`src/rtl/pwm_trip_pkg.sv`:
```
`timescale 1ns/1ps
package pwm_trip_pkg;

  typedef enum logic [1:0] {
    ACT_PASS   = 2'd0,
    ACT_LOW    = 2'd1,
    ACT_HIGH   = 2'd2,
    ACT_INVERT = 2'd3
  } tripAct_e;

  // strobes from control to datapath
  typedef struct packed {
    logic ostOn;
    logic cbcOn;
    logic cntUp;
  } tripCtl_t;

  localparam int ACT_BITS     = 2;
  localparam int SLOTS_PER_OUT = 4;

endpackage

```
`src/rtl/trip_ctrl.sv`:
```
`timescale 1ns/1ps
module trip_ctrl
  import pwm_trip_pkg::*;
#(
  parameter int NUM_FAULTS  = 3,
  parameter int SYNC_STAGES = 2,
  parameter int CFG_W       = 24
) (
  input  logic                  clk,
  input  logic                  rstN,
  input  logic                  cfgWrEn,
  input  logic [CFG_W-1:0]      cfgWrData,
  output logic [CFG_W-1:0]      cfgQ,
  input  logic                  cntUp,
  input  logic                  tezStrobe,
  input  logic [NUM_FAULTS-1:0] faultIn,
  input  logic                  swCbcStrobe,
  input  logic                  swOstStrobe,
  input  logic                  ostClear,
  output tripCtl_t              ctl
);

  localparam int OST_BASE = NUM_FAULTS + 1;

  logic [SYNC_STAGES-1:0][NUM_FAULTS-1:0] syncQ;
  logic [NUM_FAULTS-1:0] faultS;
  logic cbcSrc, ostSrc;
  logic cbcOn, ostOn;

  always_ff @(posedge clk or negedge rstN) begin
    if (!rstN) cfgQ <= '0;
    else if (cfgWrEn) cfgQ <= cfgWrData;
  end

  // fault synchroniser
  always_ff @(posedge clk or negedge rstN) begin
    if (!rstN) syncQ <= '0;
    else begin
      syncQ[0] <= faultIn;
      for (int s = 1; s < SYNC_STAGES; s++) syncQ[s] <= syncQ[s-1];
    end
  end
  assign faultS = syncQ[SYNC_STAGES-1];

  // enable bit (base+1+i) gates fault (NUM_FAULTS-1-i)
  always_comb begin
    cbcSrc = cfgQ[0] & swCbcStrobe;
    ostSrc = cfgQ[OST_BASE] & swOstStrobe;
    for (int i = 0; i < NUM_FAULTS; i++) begin
      cbcSrc = cbcSrc | (cfgQ[1 + i] & faultS[NUM_FAULTS-1-i]);
      ostSrc = ostSrc | (cfgQ[OST_BASE + 1 + i] & faultS[NUM_FAULTS-1-i]);
    end
  end

  // set wins over clear for both trips
  always_ff @(posedge clk or negedge rstN) begin
    if (!rstN) begin
      cbcOn <= 1'b0;
      ostOn <= 1'b0;
    end else begin
      if (cbcSrc) cbcOn <= 1'b1;
      else if (tezStrobe) cbcOn <= 1'b0;
      if (ostSrc) ostOn <= 1'b1;
      else if (ostClear) ostOn <= 1'b0;
    end
  end

  assign ctl = '{ostOn: ostOn, cbcOn: cbcOn, cntUp: cntUp};

endmodule

```
`src/rtl/trip_datapath.sv`:
```
`timescale 1ns/1ps
module trip_datapath
  import pwm_trip_pkg::*;
#(
  parameter int NUM_OUTS = 2,
  localparam int OUT_W   = ACT_BITS * SLOTS_PER_OUT
) (
  input  tripCtl_t                ctl,
  input  logic [OUT_W*NUM_OUTS-1:0] actCfg,
  input  logic [NUM_OUTS-1:0]     pwmIn,
  output logic [NUM_OUTS-1:0]     pwmOut
);

  // slot order: cbc down, cbc up, ost down, ost up
  logic [1:0] slotSel;
  logic       tripOn;

  always_comb begin
    slotSel = {ctl.ostOn, ctl.cntUp};
    tripOn  = ctl.ostOn | ctl.cbcOn;
  end

  for (genvar g = 0; g < NUM_OUTS; g++) begin : g_out
    logic [OUT_W-1:0] slice;
    tripAct_e act;
    assign slice = actCfg[g*OUT_W +: OUT_W];
    always_comb begin
      act = tripOn ? tripAct_e'(slice[slotSel*ACT_BITS +: ACT_BITS]) : ACT_PASS;
      unique case (act)
        ACT_PASS:   pwmOut[g] = pwmIn[g];
        ACT_LOW:    pwmOut[g] = 1'b0;
        ACT_HIGH:   pwmOut[g] = 1'b1;
        ACT_INVERT: pwmOut[g] = ~pwmIn[g];
        default:    pwmOut[g] = pwmIn[g];
      endcase
    end
  end

endmodule

```
`src/rtl/pwm_trip_unit.sv`:
```
`timescale 1ns/1ps
module pwm_trip_unit
  import pwm_trip_pkg::*;
#(
  parameter int NUM_FAULTS  = 3,
  parameter int SYNC_STAGES = 2,
  parameter int DATA_W      = 32,
  localparam int NUM_OUTS   = 2,
  localparam int CFG_W      = 2 * (NUM_FAULTS + 1) + NUM_OUTS * ACT_BITS * SLOTS_PER_OUT
) (
  input  logic                  clk,
  input  logic                  rstN,
  input  logic                  cfgWrEn,
  input  logic [DATA_W-1:0]     cfgWrData,
  output logic [DATA_W-1:0]     cfgRdData,
  input  logic                  pwmInA,
  input  logic                  pwmInB,
  input  logic                  cntUp,
  input  logic                  tezStrobe,
  input  logic [NUM_FAULTS-1:0] faultIn,
  input  logic                  swCbcStrobe,
  input  logic                  swOstStrobe,
  input  logic                  ostClear,
  output logic                  pwmOutA,
  output logic                  pwmOutB
);

  localparam int ACT_BASE = 2 * (NUM_FAULTS + 1);

  logic [CFG_W-1:0] cfgQ;
  tripCtl_t         tripCtl;
  logic [NUM_OUTS-1:0] pwmOutV;
  logic             unusedWrHi;

  assign unusedWrHi = ^cfgWrData[DATA_W-1:CFG_W];

  trip_ctrl #(
    .NUM_FAULTS(NUM_FAULTS), .SYNC_STAGES(SYNC_STAGES), .CFG_W(CFG_W)
  ) u_ctrl (
    .clk(clk), .rstN(rstN), .cfgWrEn(cfgWrEn), .cfgWrData(cfgWrData[CFG_W-1:0]),
    .cfgQ(cfgQ), .cntUp(cntUp), .tezStrobe(tezStrobe), .faultIn(faultIn),
    .swCbcStrobe(swCbcStrobe), .swOstStrobe(swOstStrobe), .ostClear(ostClear),
    .ctl(tripCtl)
  );

  trip_datapath #(.NUM_OUTS(NUM_OUTS)) u_dp (
    .ctl(tripCtl), .actCfg(cfgQ[CFG_W-1:ACT_BASE]),
    .pwmIn({pwmInB, pwmInA}), .pwmOut(pwmOutV)
  );

  assign pwmOutA   = pwmOutV[0];
  assign pwmOutB   = pwmOutV[1];
  assign cfgRdData = {{(DATA_W-CFG_W){1'b0}}, cfgQ};

endmodule

```
`config.mk`:
```
export PLATFORM = sky130hd
export DESIGN_NAME = pwm_trip_unit
export DESIGN_NICKNAME = d
export VERILOG_FILES = /design/src/rtl/pwm_trip_pkg.sv /design/src/rtl/trip_ctrl.sv /design/src/rtl/trip_datapath.sv /design/src/rtl/pwm_trip_unit.sv
export SDC_FILE = /design/constraint.sdc
export NUM_CORES = 1
export LEC_CHECK = 0
export ABC_AREA = 1
export ABC_CLOCK_PERIOD_IN_PS = 1100
export BUFFER_PORTS_ARGS = -buffer_cell sky130_fd_sc_hd__buf_2
export CORE_ASPECT_RATIO = 1.2
export CORE_MARGIN = 10
export CORE_UTILIZATION = 40
export CTS_CLUSTER_SIZE = 25
export DETAILED_ROUTE_END_ITERATION = 10
export GPL_ROUTABILITY_DRIVEN = 1
export GPL_TIMING_DRIVEN = 0
export PLACE_DENSITY_LB_ADDON = 0.15
export SETUP_SLACK_MARGIN = 0.15
export SYNTH_ARGS = -nofsm -noshare
export SYNTH_HDL_FRONTEND = slang
export SYNTH_HIERARCHICAL = 1
export SYNTH_SLANG_ARGS = --single-unit
```
`constraint.sdc`:
```
create_clock -name clk -period 1.1 [get_ports clk]
set_clock_uncertainty 0.05 [all_clocks]
set_input_delay 0.165 -clock clk [delete_from_list [all_inputs] [get_ports clk]]
set_output_delay 0.165 -clock clk [all_outputs]
set_load 0.05 [all_outputs]
```
# Word-level counts from Yosys, hierarchy flattened
# Index checks and enable logic that the tools add are counted.
# Widths: inputs -> output; s select.
# word_totals
reg_bits,32
latchBits,0
ramBits,0
romBits,0
inputBits,45
elab_cells,42
memories,0
# classes
n_addsub,0
mul,0
n_div,0
magnitude_cmp,0
eq_ne,6
n_shift,2
muxes,8
bitwise_logic,17
n_reduce_logical,4
# op_table
cell,count
$shiftx 8x4->2,2
$and 1x1->1,8
$eq 2x2->1 const B,4
$pmux 1 s4,2
$or 1x1->1,7
$eq 2x1->1 const B,2
$logic_not 2->1,2
$mux 1,4
$mux 2,2
$reduce_bool 2->1,2
$not 1->1,2

# Longest topological paths before layout
# Gate-level depths: netlist (run 1).
# logic_depth
depth_word,5
ltp_mapped,8

# Modules after synthesis
# The synthesis (run 1) kept the hierarchy.
# by_module_without_submodules
module,instances,cells_per_inst,area_per_inst_um2
trip_ctrl,1,136,1278.7
trip_datapath,1,50,202.7
pwm_trip_unit,1,9,63.8

# Least setup slack after synthesis (run 1)
# Ideal clock, no wire load.
# synth_path
path_kind,reg-to-output
startpoint,register u_ctrl.cfgQ[13]
endpoint,output pwmOutA
t_arrival_ps,1302
required_ps,885
path_slack_ps,-417
path_stages_with_launch,7
path_cell_list,dfrtp_1 nor2_1 nor2_1 o21ai_0 nand2_1 nand2_1 nand2_1
# synth_via
elab_chain_len,4
elab_cells_between_ends,7
classes_between,eq/ne: 3; shift: 1; mux: 2; reduce/logical: 1
# synth_lines
item,line,rtl
start: declaration,trip_ctrl.sv:13,"output logic [CFG_W-1:0] cfgQ,"
start signal: assignment,trip_ctrl.sv:32,else if (cfgWrEn) cfgQ <= cfgWrData;
$shiftx 8x4->2 *,trip_datapath.sv:28,act = tripOn ? tripAct_e'(slice[slotSel*ACT_BITS +: ACT_BITS]) : ACT_PASS;
$mux 2 *,trip_datapath.sv:28,
"$eq 2x2->1, or another cell as far along",trip_datapath.sv:29,unique case (act)
$pmux 1 s4 *,trip_datapath.sv:29,
end: declaration,pwm_trip_unit.sv:24,"output logic pwmOutA,"
# Every way passes the cells marked *; elsewhere a longest branch is shown, timed or not.

# Worst setup path in the final report (run 1)
# layout_path
startpoint,register u_ctrl.ostOn
endpoint,output pwmOutA
# layout_via
elab_chain_len,4
elab_cells_between_ends,8
classes_between,eq/ne: 3; shift: 1; mux: 2; bitwise: 1; reduce/logical: 1
# layout_lines
item,line,rtl
start: declaration,trip_ctrl.sv:28,"logic cbcOn, ostOn;"
start signal: assignment,trip_ctrl.sv:59,ostOn <= 1'b0;
start signal: assignment,trip_ctrl.sv:63,if (ostSrc) ostOn <= 1'b1;
start signal: assignment,trip_ctrl.sv:64,else if (ostClear) ostOn <= 1'b0;
$shiftx 8x4->2 or $or 1x1->1 (tied branches),"trip_datapath.sv:28, trip_datapath.sv:20",
$mux 2 *,trip_datapath.sv:28,
"$eq 2x2->1, or another cell as far along",trip_datapath.sv:29,
$pmux 1 s4 *,trip_datapath.sv:29,
# Marks and branches as above.

==> results of run 1 <==
==> kinds of logic (layout without fill, tap and decap cells) <==
logic type | count (synthesis) | in the layout | share of synthesized area (%)
AOI/OAI and AO/OA | 28 | 28 | 10.4
DFF | 32 | 32 | 51.8
and+or+nand+nor | 75 | 75 | 18.5
buffers and inverters | 59 | 143 | 19.0
other | 1 | 8 | 0.243
==> registers in the layout, indices dropped and copies added (netlist names) <==
name / count
u_ctrl/ostOn: 1
u_ctrl/cfgQ: 24
u_ctrl/faultS: 3
u_ctrl/cbcOn: 1
u_ctrl/syncQ: 3
==> final cells by class <==
type                       count  area [um^2]
tap                           52         65.1
inverter                      43          169
clock inverter                 2         10.0
clock buffer                   6         82.6
multi-input combinational    111          573
sequential                    32          831
timing repair buffer          76          703
fill                         317         1120
buffer                        16          136
==> cells in the mapped netlist <==
cell type,number
buf_8,2
inv_1,42
o211ai_1,2
o21ai_0,22
buf_4,11
buf_6,1
nand3_1,4
dfrtp_1,32
o21ai_2,4
buf_2,1
nand2_1,58
conb_1,1
clkbuf_1,1
nor2_1,13
inv_2,1
==> metrics by stage <==
| stage | worst slack (ns) | std cells | cell area [um^2] | TNS, ns |
|---|---|---|---|---|
| global placement | -0.375 | 314 | 1990 | -0.749 |
| floorplan | -0.111 | 202 | 1620 | -0.222 |
| CTS | -0.470 | 335 | 2500 | -1.11 |
| finish | -0.486 | 338 | 2570 | -1.33 |
| detailed placement | -0.402 | 314 | 1990 | -0.802 |
| global route | -0.530 | 338 | 2570 | -1.88 |
==> worst paths after layout <==
| check | to | cells after the start | slack (ns) | startpoint |
|---|---|---|---|---|
| setup / recovery | pwmOutA | 7 | -0.49 | u_ctrl/ostOn |
| hold / removal | u_ctrl/syncQ[1] | 1 | -0.13 | rstN |
| setup reg to reg | u_ctrl/ostOn | 5 | 0.17 | u_ctrl/cfgQ[7] |
| hold reg to reg | u_ctrl/faultS[0] | 0 | 0.30 | u_ctrl/syncQ[0] |
| max in group asynchronous | u_ctrl/cfgQ[18] | 1 | 0.64 | rstN |
| min in group clk | u_ctrl/cfgQ[6] | 3 | 0.03 | cfgWrData[6] |
==> layer usage <==
layer	global-route usage [%]	vias up
met5	0	-
met4	5.08	0
met3	7.38	5
met2	23.5	43
met1	12.2	677
li1	-	742
==> power by group through the flow <==
stage / registers [mW] / logic, mW / clock network [mW]
floorplan: 1.66 / 0.396 / 0
global placement: 1.38 / 0.915 / 0
detailed placement: 1.38 / 0.922 / 0
CTS: 1.39 / 1.23 / 0.966
global route: 1.40 / 1.37 / 1.03
finish: 1.39 / 1.28 / 0.946
==> what timing repair did <==
item | 4_1_cts | 5_1_grt
gates resized for setup | 100 | 17
endpoints found under the hold margin | 35 | 32
pin swaps | 13 | 15
endpoints found under the setup margin | 26 | 28
cloned | 0 | 0
buffers inserted | 10 | 3
==> results.md, run 1 <==
Placement:
- The half-perimeter wire length after placement is 3130 um.
- The count of buffers added on input and output ports is 60.
- The congestion estimate from routability-driven global placement came to 0.808.

Worst setup path:
- The critical path is of the register to output pin type.
- The maximum fanout along the worst path is 6.
- STA classifies the critical path endpoint as an output pin.
- The worst setup path is launched from a register.
- Data arrives at the worst endpoint at 1.37 ns.
- The critical path goes through buf_6 > inv_8 > o211ai_1 > nand2_1 > nand2_2 > nand2_4 > buf_8.
- The cell class contributing the biggest share of worst-path delay is flip-flops.
- The number of buffer and inverter stages on the critical path is 3.
- The required time of the critical path is 0.88 ns.
- For this run, the slowest stage of the critical path takes 0.39 ns.
- The critical-path cell with the highest stage delay is dfrtp_1.

Die:
- The floorplan step defined a core boundary enclosing 0.00369 mm^2.
- The die footprint is 0.00676 mm^2.
- The vertical extent of the die is 88.1 um.
- Once the floorplan was initialized, standard cells occupied 41.8% of the core.
- Measured along the x axis, the die boundary spans 76.7 um.
- The total number of placement rows is 24.
- In this run the count of I/O pins placed on the die edge is 79.

Timing:
- Setup repair after global routing could not meet its margin everywhere.
- For the pin with the worst max-slew slack, the measured transition is 0.695 ns.
- The hold violation count in the final report is 32.
- The worst hold margin is -0.133 ns.
- The number of max-slew violations in the final report is 0.
- The count of final setup violators is 7.
- The share of the clock period used by the worst path after layout is 144%.
- The worst path in the final design needs a cycle of 1.59 ns, including I/O delays and setup.
- The post-route worst setup slack is -0.486 ns.
- The worst pin sits at a relative slew slack of 53.7%.
- The maximum clock rate is 630 MHz.

Pwr:
- The sequential share of power is 38.5%.
- In this run the static leakage power is 1.36 nW.
- The switching power total is 1.29 mW.
- The fraction of power consumed by combinational cells is 35.4%.
- The proportion of power drawn by the clock network is 26.2%.
- The largest vdd supply drop is 864 uV.
- In this run the power density over the cells is 1410 mW/mm^2.
- The internal power of the cells totals 2.33 mW.
- Net switching is 35.6% of the power.
- After layout, the design draws a total of 3.62 mW.

Outcome:
- The checks that failed: hold timing, setup timing.
- The flow ran to the end, but the final reports show violations.

Routing:
- The total DRC errors in the routed layout is 0.
- The detailed router placed 1467 vias in this run.
- The met2 layer wire length in the routed design is 2400 um.
- The count of nets left with antenna violations once routing finished came out at 0.
- The number of vias per cell is 4.34.
- The detailed router used layers up to and including met4.
- In the final routing, the length of wire on met1 measures 1620 um.
- The total iterations of the first detailed-routing run is 4.
- The final wirelength is 4480 um.
- The first routing iteration left 49 violations.
- Dividing the detail-routed wire length by the instance count gives 13.2 um.
- The routed design uses 404 um of met3 wire.

Synthesis:
- The average cell area after synthesis is 7.92 um^2.
- By area the synthesized netlist is led by dfrtp_1 52%, nand2_1 14%, inv_1 10%.
- The netlist area before placement is 0.00155 mm^2.
- The count of state elements after synthesis is 32.
- The area fraction of the dominant cell type after synthesis is 51.8%.
- Of the synthesized area, sequential elements account for 51.8%.
- Yosys mapped the design onto 15 distinct sky130hd cell types.
- During synthesis, Yosys emitted a total of 6 warnings.
- After technology mapping, the gate count stands at 195.
- The leading area contributor after synthesis is dfrtp_1.

CTS:
- The number of levels the H-tree was split into is 2.
- The later pin in the worst-skew pair is clocked with a latency of 0.29 ns.
- The root buffer cell chosen for the clock tree is clkbuf_8.
- Clock tree synthesis inserted a total of 5 buffers.
- Counting every sink on the clock net gives 32.
- The CTS tree is yes.
- The buffer levels on the longest clock path is 2.
- After clock tree synthesis, the clock-pin slew on the worst setup and hold paths is 0.07 ns.
- The number of hold buffers added after cts is 3.

Cells and area:
- The share of post-route cells with drive strength above 1 is 54.2%.
- The final standard cell utilization of the core is 69.6%.
- The count of inserted antenna diode cells is 0.
- In the layout the commonest cells are 43 x nand2_1, 38 x inv_1, 35 x buf_2, 26 x buf_8, 24 x dfrtp_2.
- The total number of nets in the final design is 330.
- The synthesis-to-finish area growth is 66.3%.
- Leaving out fill and tap cells, the most frequent cell in the layout is nand2_1.

Min path:
- The kind of path behind the tightest hold check is input pin to async pin.

GRT:
- The largest net degree at the start of global routing is 33.
- Global routing used 13.1% of the available tracks.
- The via count of the first global-routing pass was 1513.
- The number of antenna violations at the first check in global routing is 0.
- The global route total overflow is 0.
- The first global-routing pass estimated 7010 um of wire.

Flow run:
- Across the run, the number of max-cap violations was 0.
Power figures use the tool's default switching activity.
==> run 2: changes to the inputs <==
--- a/config.mk
+++ b/config.mk
@@ -10,7 +10,8 @@
 export BUFFER_PORTS_ARGS = -buffer_cell sky130_fd_sc_hd__buf_2
 export CORE_ASPECT_RATIO = 1.2
 export CORE_MARGIN = 10
-export CORE_UTILIZATION = 40
+export CORE_UTILIZATION = 42
+export CTS_BUF_LIST = sky130_fd_sc_hd__clkbuf_2
 export CTS_CLUSTER_SIZE = 25
 export DETAILED_ROUTE_END_ITERATION = 10
 export GPL_ROUTABILITY_DRIVEN = 1
==> results.md, run 2 (synthesized netlist as in run 1, its figures left out) <==
Routing:
- The post-route antenna net violation count is 0.
- The detailed router finished its first iteration with 76 violations.
- The total via count in the routed design is 1579.
- The total iterations of the first detailed-routing run is 4.
- After detailed routing, the total wire length is 4630 um.
- Dividing the detail-routed via count by the number of cells gives 4.54.
- The total DRC errors in the routed layout is 0.
- In the final routed layout, each cell accounts on average for 13.3 um.

Pwr:
- The total power divided by cell area is 1280 mW/mm^2.
- Sequential cells account for 40.6% of the total power.
- Across the VDD grid, the largest voltage drop is 703 uV.
- The static leakage power is 1.42 nW.
- The internal power of the cells is 2.18 mW.
- The clock network burns 22.5% of the power.
- After layout, the design draws a total of 3.40 mW.
- The switching power total is 1.22 mW.
- The net switching fraction of the power is 35.9%.
- Combinational logic is responsible for 36.9% of the overall power.

Placement:
- At the end of routability-driven placement, the weighted congestion stood at 0.793.
- After legalization and detailed placement, the total HPWL measured 3100 um.
- The count of buffers added on input and output ports is 60.
- OpenSTA, run right after detailed placement, puts the worst setup slack at -0.400 ns.

Timing:
- Headroom to the max-slew limit came out at 53.8%.
- Setup repair after global routing could not meet its margin everywhere.
- The worst hold margin is -0.232 ns.
- In the post-route analysis, the smallest setup slack over all paths is -0.559 ns.
- The worst path uses 151% of the clock period.
- Static timing analysis puts the maximum clock frequency at 603 MHz.
- At the pin with the least slew margin, the transition time is 0.693 ns.
- After layout, the minimum clock period comes to 1.66 ns.
- The number of max-slew violations in the final report is 0.
- The count of final setup violators is 26.
- The hold violation count in the final report is 32.

Worst setup path:
- The type of element capturing the critical path is an output pin.
- Traced cell by cell, the critical path runs through buf_6 > nor2_4 > inv_2 > nand2_2 > nand2_2 > nand2_4 > buf_8.
- Of all nets on the critical path, the largest fanout is 4.
- STA classifies the critical path startpoint as a register.
- By startpoint and endpoint, the worst setup path is classified as register to output pin.
- At the worst endpoint, the required time is 0.88 ns.
- The largest stage delay on the critical path is 0.42 ns.
- The critical-path cell with the highest stage delay is dfrtp_1.
- The most numerous cell type found on the critical path is nand2_2.
- STA puts the critical path data arrival time at 1.44 ns.

Die:
- Once the floorplan was initialized, standard cells occupied 42.9% of the core.
- The vertical extent of the die is 86.4 um.
- The die covers 0.00652 mm^2.
- The die is 75.4 um wide.
- The core region area is 0.00360 mm^2.
- The number of placed I/O pins is 79.
- Row generation in the floorplan step produced 24 rows.

CTS:
- The clock latency of the later-clocked register in the worst-skew pair is 0.36 ns.
- Counting along the longest clock path gives a buffer depth of 2.
- The H-tree generated during clock tree synthesis spans 2 levels.
- Clock-pin slew was measured on the worst setup and hold paths at 0.16 ns.
- The tree built by TritonCTS fans out to 32 sinks.
- The clock buffer count from CTS is 5.
- The CTS root buffer is clkbuf_2.
- The CTS tree is yes.
- The number of hold buffers added after cts is 30.

Cells and area:
- Leaving out fill and tap cells, the most frequent cell in the layout is nand2_1.
- After the last flow step, the layout net total stands at 353.
- The number of flip-flops under the largest register name is 24.
- The count of inserted antenna diode cells is 0.
- The library cells used most frequently in the layout, excluding fill and tap cells, are 47 x nand2_1, 38 x inv_1, 35 x buf_2, 30 x dlygate4sd3_1, 30 x buf_6.
- The register name with the most flops is u_ctrl/cfgQ.
- The share of post-route cells with drive strength above 1 is 45.3%.
- The synthesis-to-finish area growth is 71.7%.

GRT:
- In the global route stage, overall resource usage came out at 14.4%.
- The via count of the first global-routing pass is 1590.
- The largest net degree at the start of global routing is 33.
- The first global-routing pass estimated 7280 um of wire.
- The number of antenna violations at the first check in global routing is 0.
- The global route total overflow is 0.

Outcome:
- The flow ran to the end, but the final reports show violations.
- The checks that failed: hold timing, setup timing.

Min path:
- The kind of path behind the tightest hold check is input pin to async pin.

Flow run:
- Across the run, the number of max-cap violations was 0.
-- run 2: cell types whose count changed in the layout (fill, tap and decap cells not counted), moves of 3 or more --
cell | before | now
buf_4 | 17 | 14
buf_6 | 10 | 30
buf_8 | 26 | 5
clkbuf_2 | 0 | 5
clkbuf_8 | 6 | 0
dlygate4sd3_1 | 3 | 30
nand2_1 | 43 | 47
nand2_2 | 13 | 8
nor2_1 | 5 | 10
nor2_2 | 5 | 2
-- run 2: final cells by class --
cell class | count | area (um^2)
timing repair buffer | 99 | 861
clock inverter | 3 | 37.5
sequential | 32 | 831
multi-input combinational | 111 | 546
tap | 39 | 48.8
fill | 265 | 950
buffer | 16 | 136
inverter | 43 | 169
clock buffer | 5 | 25.0
-- run 2: power by group through the flow --
stage	logic, mW	registers, mW	clock network (mW)
floorplan	0.396	1.66	0
global placement	0.914	1.38	0
detailed placement	0.921	1.39	0
CTS	1.21	1.38	0.777
global route	1.34	1.39	0.833
finish	1.25	1.38	0.764
-- run 2: what timing repair did --
item	4_1_cts	5_1_grt
resized for setup	69	18
hold endpoints to repair	61	32
pin swaps	18	7
setup buffers	7	2
endpoints found under the setup margin	26	36
-- run 2: final timing paths --
kind                            cells past startpoint             from  slack (ns)                to
worst max-delay path                                7     u_ctrl/ostOn       -0.56           pwmOutA
worst max register to register                      6   u_ctrl/cfgQ[0]        0.05      u_ctrl/cbcOn
min in group clk                                    5      swOstStrobe        0.04      u_ctrl/ostOn
worst min register to register                      0  u_ctrl/syncQ[0]        0.32  u_ctrl/faultS[0]
max in group asynchronous                           1             rstN        0.73   u_ctrl/cfgQ[22]
worst min-delay path                                1             rstN       -0.23  u_ctrl/faultS[1]
-- run 2: through the flow --
stage | utilization [%] | hold WS, ns | instance area (um^2) | std cells | TNS [ns]
final | 73.6 | -0.232 | 2650 | 348 | -3.28
after global routing | 73.6 | -0.210 | 2650 | 348 | -4.87
after CTS | 72.1 | -0.221 | 2600 | 346 | -3.74
after detailed placement | 54.7 | 0.200 | 1970 | 301 | -0.797
after global placement | 54.7 | 0.209 | 1970 | 301 | -0.801
after floorplan | - | -0.181 | 1620 | 202 | -0.222
-- run 2: layer usage --
metal	track usage (%)	wire length [um]	share of wire [%]
met5	0	0	0
met3	6.86	388	8.4
met2	25.7	2440	53
met1	13.9	1720	37
met4	4.74	78	1.7
-- run 2: critical path: cells and delay by family, from the launching register on --
| kind | cells | cell delay, ns |
|---|---|---|
| AND/OR/NAND/NOR | 4 | 0.30 |
| buffers and inverters | 3 | 0.34 |
| flip-flops | 1 | 0.42 |
==> run 3: changes to the inputs <==
--- a/config.mk
+++ b/config.mk
@@ -16,7 +16,7 @@
 export DETAILED_ROUTE_END_ITERATION = 10
 export GPL_ROUTABILITY_DRIVEN = 1
 export GPL_TIMING_DRIVEN = 0
-export PLACE_DENSITY_LB_ADDON = 0.15
+export PLACE_DENSITY = 0.78
 export SETUP_SLACK_MARGIN = 0.15
 export SYNTH_ARGS = -nofsm -noshare
 export SYNTH_HDL_FRONTEND = slang
==> results.md, run 3 (synthesized netlist as in run 1, its figures left out) <==
Outcome:
- The flow ran to the end, but the final reports show violations.
- The checks that failed: hold timing, setup timing.

Routing:
- The total DRC errors in the routed layout is 0.
- In the final routed layout, each cell accounts on average for 14.5 um.
- The post-route antenna net violation count is 0.
- The first routing iteration left 127 violations.
- The total via count in the routed design is 1613.
- The final wirelength is 5110 um.
- The first TritonRoute pass finished after 4 iterations.
- The number of vias per cell is 4.57.

Die:
- The core region area is 0.00360 mm^2.
- The floorplan step defined a die boundary enclosing 0.00652 mm^2.
- The total number of placement rows is 24.
- The initial core utilization is 42.9%.
- In this run the vertical extent of the chip is 86.4 um.
- The width of the die is 75.4 um.
- During I/O placement, the number of pins put on the boundary was 79.

Cells and area:
- The number of non-filler instances in the completed layout is 353.
- Ranked by flip-flop count, first place goes to u_ctrl/cfgQ.
- Relative to the synthesized area, the layout overhead comes to 73.8%.
- In the layout the commonest cells are 48 x nand2_1, 39 x inv_1, 35 x buf_2, 32 x dlygate4sd3_1, 29 x buf_6.
- The share of post-route cells with drive strength above 1 is 45.5%.
- After filler insertion, the fill cell instance count of the layout stands at 250.
- The total number of nets in the final design is 358.
- The count of inserted antenna diode cells is 0.
- The register with the most flip-flops in the layout has 24 of them.
- The multi-input combinational cell area is 539 um^2.
- The footprint of the flip-flops and latches is 831 um^2.
- The leading cell type in the layout, fill and taps excluded is nand2_1.

CTS:
- Counting along the longest clock path gives a buffer depth of 2.
- The clock latency of the later-clocked register in the worst-skew pair is 0.37 ns.
- Counting every sink on the clock net gives 32.
- The post-CTS clock slew at the launch and capture registers of the worst setup and hold paths is 0.17 ns.
- The clock buffer count from CTS is 5.
- The number of levels the H-tree was split into is 2.
- The root buffer cell chosen for the clock tree is clkbuf_2.
- The CTS tree is yes.

GRT:
- The global-route total usage across every layer is 16.1%.
- The largest net degree at the start of global routing is 33.
- The global route total overflow is 0.
- The via count of the first global-routing pass is 1714.
- The number of antenna violations at the first check in global routing was 0.
- The global-route wire length before repair is 8140 um.

Worst setup path:
- The type of element capturing the critical path is an output pin.
- The critical setup path kind is register to output pin.
- The worst setup path is launched from a register.
- The critical path starts at u_ctrl/ostOn.
- STA puts the critical path data required time at 0.88 ns.
- Data on the critical path arrives at its endpoint at 1.50 ns.
- The worst register-to-register path begins at u_ctrl/cfgQ[5].
- Along the worst path, the maximum fanout reaches 6.

Timing:
- Setup repair after global routing could not meet its margin everywhere.
- Hold timing on the final database bottoms out at a slack of -0.230 ns.
- The hold violation count in the final report is 32.
- The share of the clock period used by the worst path after layout is 156%.
- The post-route worst setup slack is -0.619 ns.
- Headroom to the max-slew limit came out at 52.8%.
- The maximum clock rate is 582 MHz.
- Counting I/O delays and the setup requirement, the final critical path takes 1.72 ns.
- The number of max-slew violations in the final report is 0.
- The count of final setup violators is 26.
- At the pin with the least slew margin, the transition time is 0.708 ns.

Min path:
- The kind of path behind the tightest hold check is input pin to async pin.

Placement:
- In this run the tool buffered the top-level ports with 60 buffer cells.
- The total instance count after detailed placement is 301.
- The routability congestion estimate is 0.836.
- The half-perimeter wire length after placement is 3270 um.

Flow run:
- The max-cap check violation count is 0.

Pwr:
- The total power divided by cell area is 1290 mW/mm^2.
- The largest vdd supply drop is 1010 uV.
- Summed over all cells, the static leakage comes to 1.44 nW.
==> run 3: cell types whose count changed in the layout (fill, tap and decap cells not counted), sizes merged <==
cell         delta
clkinv          -1
clkbuf          +1
buf             +3
dlygate4sd3     +2
==> run 3: path summary, 6_finish.rpt <==
check | to | slack, ns | depth (start not counted)
worst max register to register | u_ctrl/ostOn | 0.08 | 6
worst min register to register | u_ctrl/faultS[2] | 0.33 | 0
max in group asynchronous | u_ctrl/cfgQ[15] | 0.72 | 1
min in group clk | u_ctrl/ostOn | 0.04 | 5
worst max-delay path | pwmOutA | -0.62 | 8
worst min-delay path | u_ctrl/cfgQ[3] | -0.23 | 1
==> run 3: layer usage <==
layer	wire (um)	global-route usage [%]
met2	2750	27.7
met4	76	6.26
met5	0	0
met3	437	4.92
met1	1850	17.7
==> run 3: final cells by class <==
class	instances	area share (%)
Timing Repair Buffer	104	33.5
Inverter	43	6.19
Tap cell	39	1.82
Sequential cell	32	30.9
Clock inverter	2	1.30
Clock buffer	6	1.12
Buffer	16	5.08
Multi-Input combinational cell	111	20.1
==> run 3: worst max-delay path, cell delays in order, from the launching register on <==
cell and delay, ns:
dfrtp_1 0.39, buf_6 0.14, inv_6 0.05, nor2_2 0.10, o21ai_1 0.07, nand2_1 0.11
nand2_2 0.07, nand2_4 0.06, buf_8 0.14
==> run 3: per-stage QoR <==
| step | utilization (%) | worst slack (ns) | TNS [ns] | total power, mW | instance area [um^2] |
|---|---|---|---|---|---|
| finish | 74.5 | -0.619 | -3.34 | 3.46 | 2690 |
| global route | 74.5 | -0.726 | -5.08 | 3.65 | 2690 |
| CTS | 72.5 | -0.617 | -3.90 | 3.42 | 2610 |
| detailed placement | 54.7 | -0.388 | -0.724 | 2.31 | 1970 |
| global placement | 54.7 | -0.364 | -0.689 | 2.29 | 1970 |
| floorplan | - | -0.111 | -0.222 | 2.06 | 1620 |
==> run 3: power breakdown <==
group / total, mW / internal, mW / switching [mW]
Combinational: 1.28 / 0.528 / 0.753
Sequential: 1.38 / 1.29 / 0.0895
Clock: 0.794 / 0.392 / 0.403
Total: 3.46 / 2.21 / 1.25
==> run 3: repair_timing <==
| item | in CTS | in global routing |
|---|---|---|
| hold endpoints to repair | 61 | 33 |
| hold buffers | 31 | 1 |
| setup buffers | 9 | 3 |
| setup endpoints to repair | 26 | 29 |
| resized for setup | 66 | 16 |
| pin swaps | 9 | 3 |
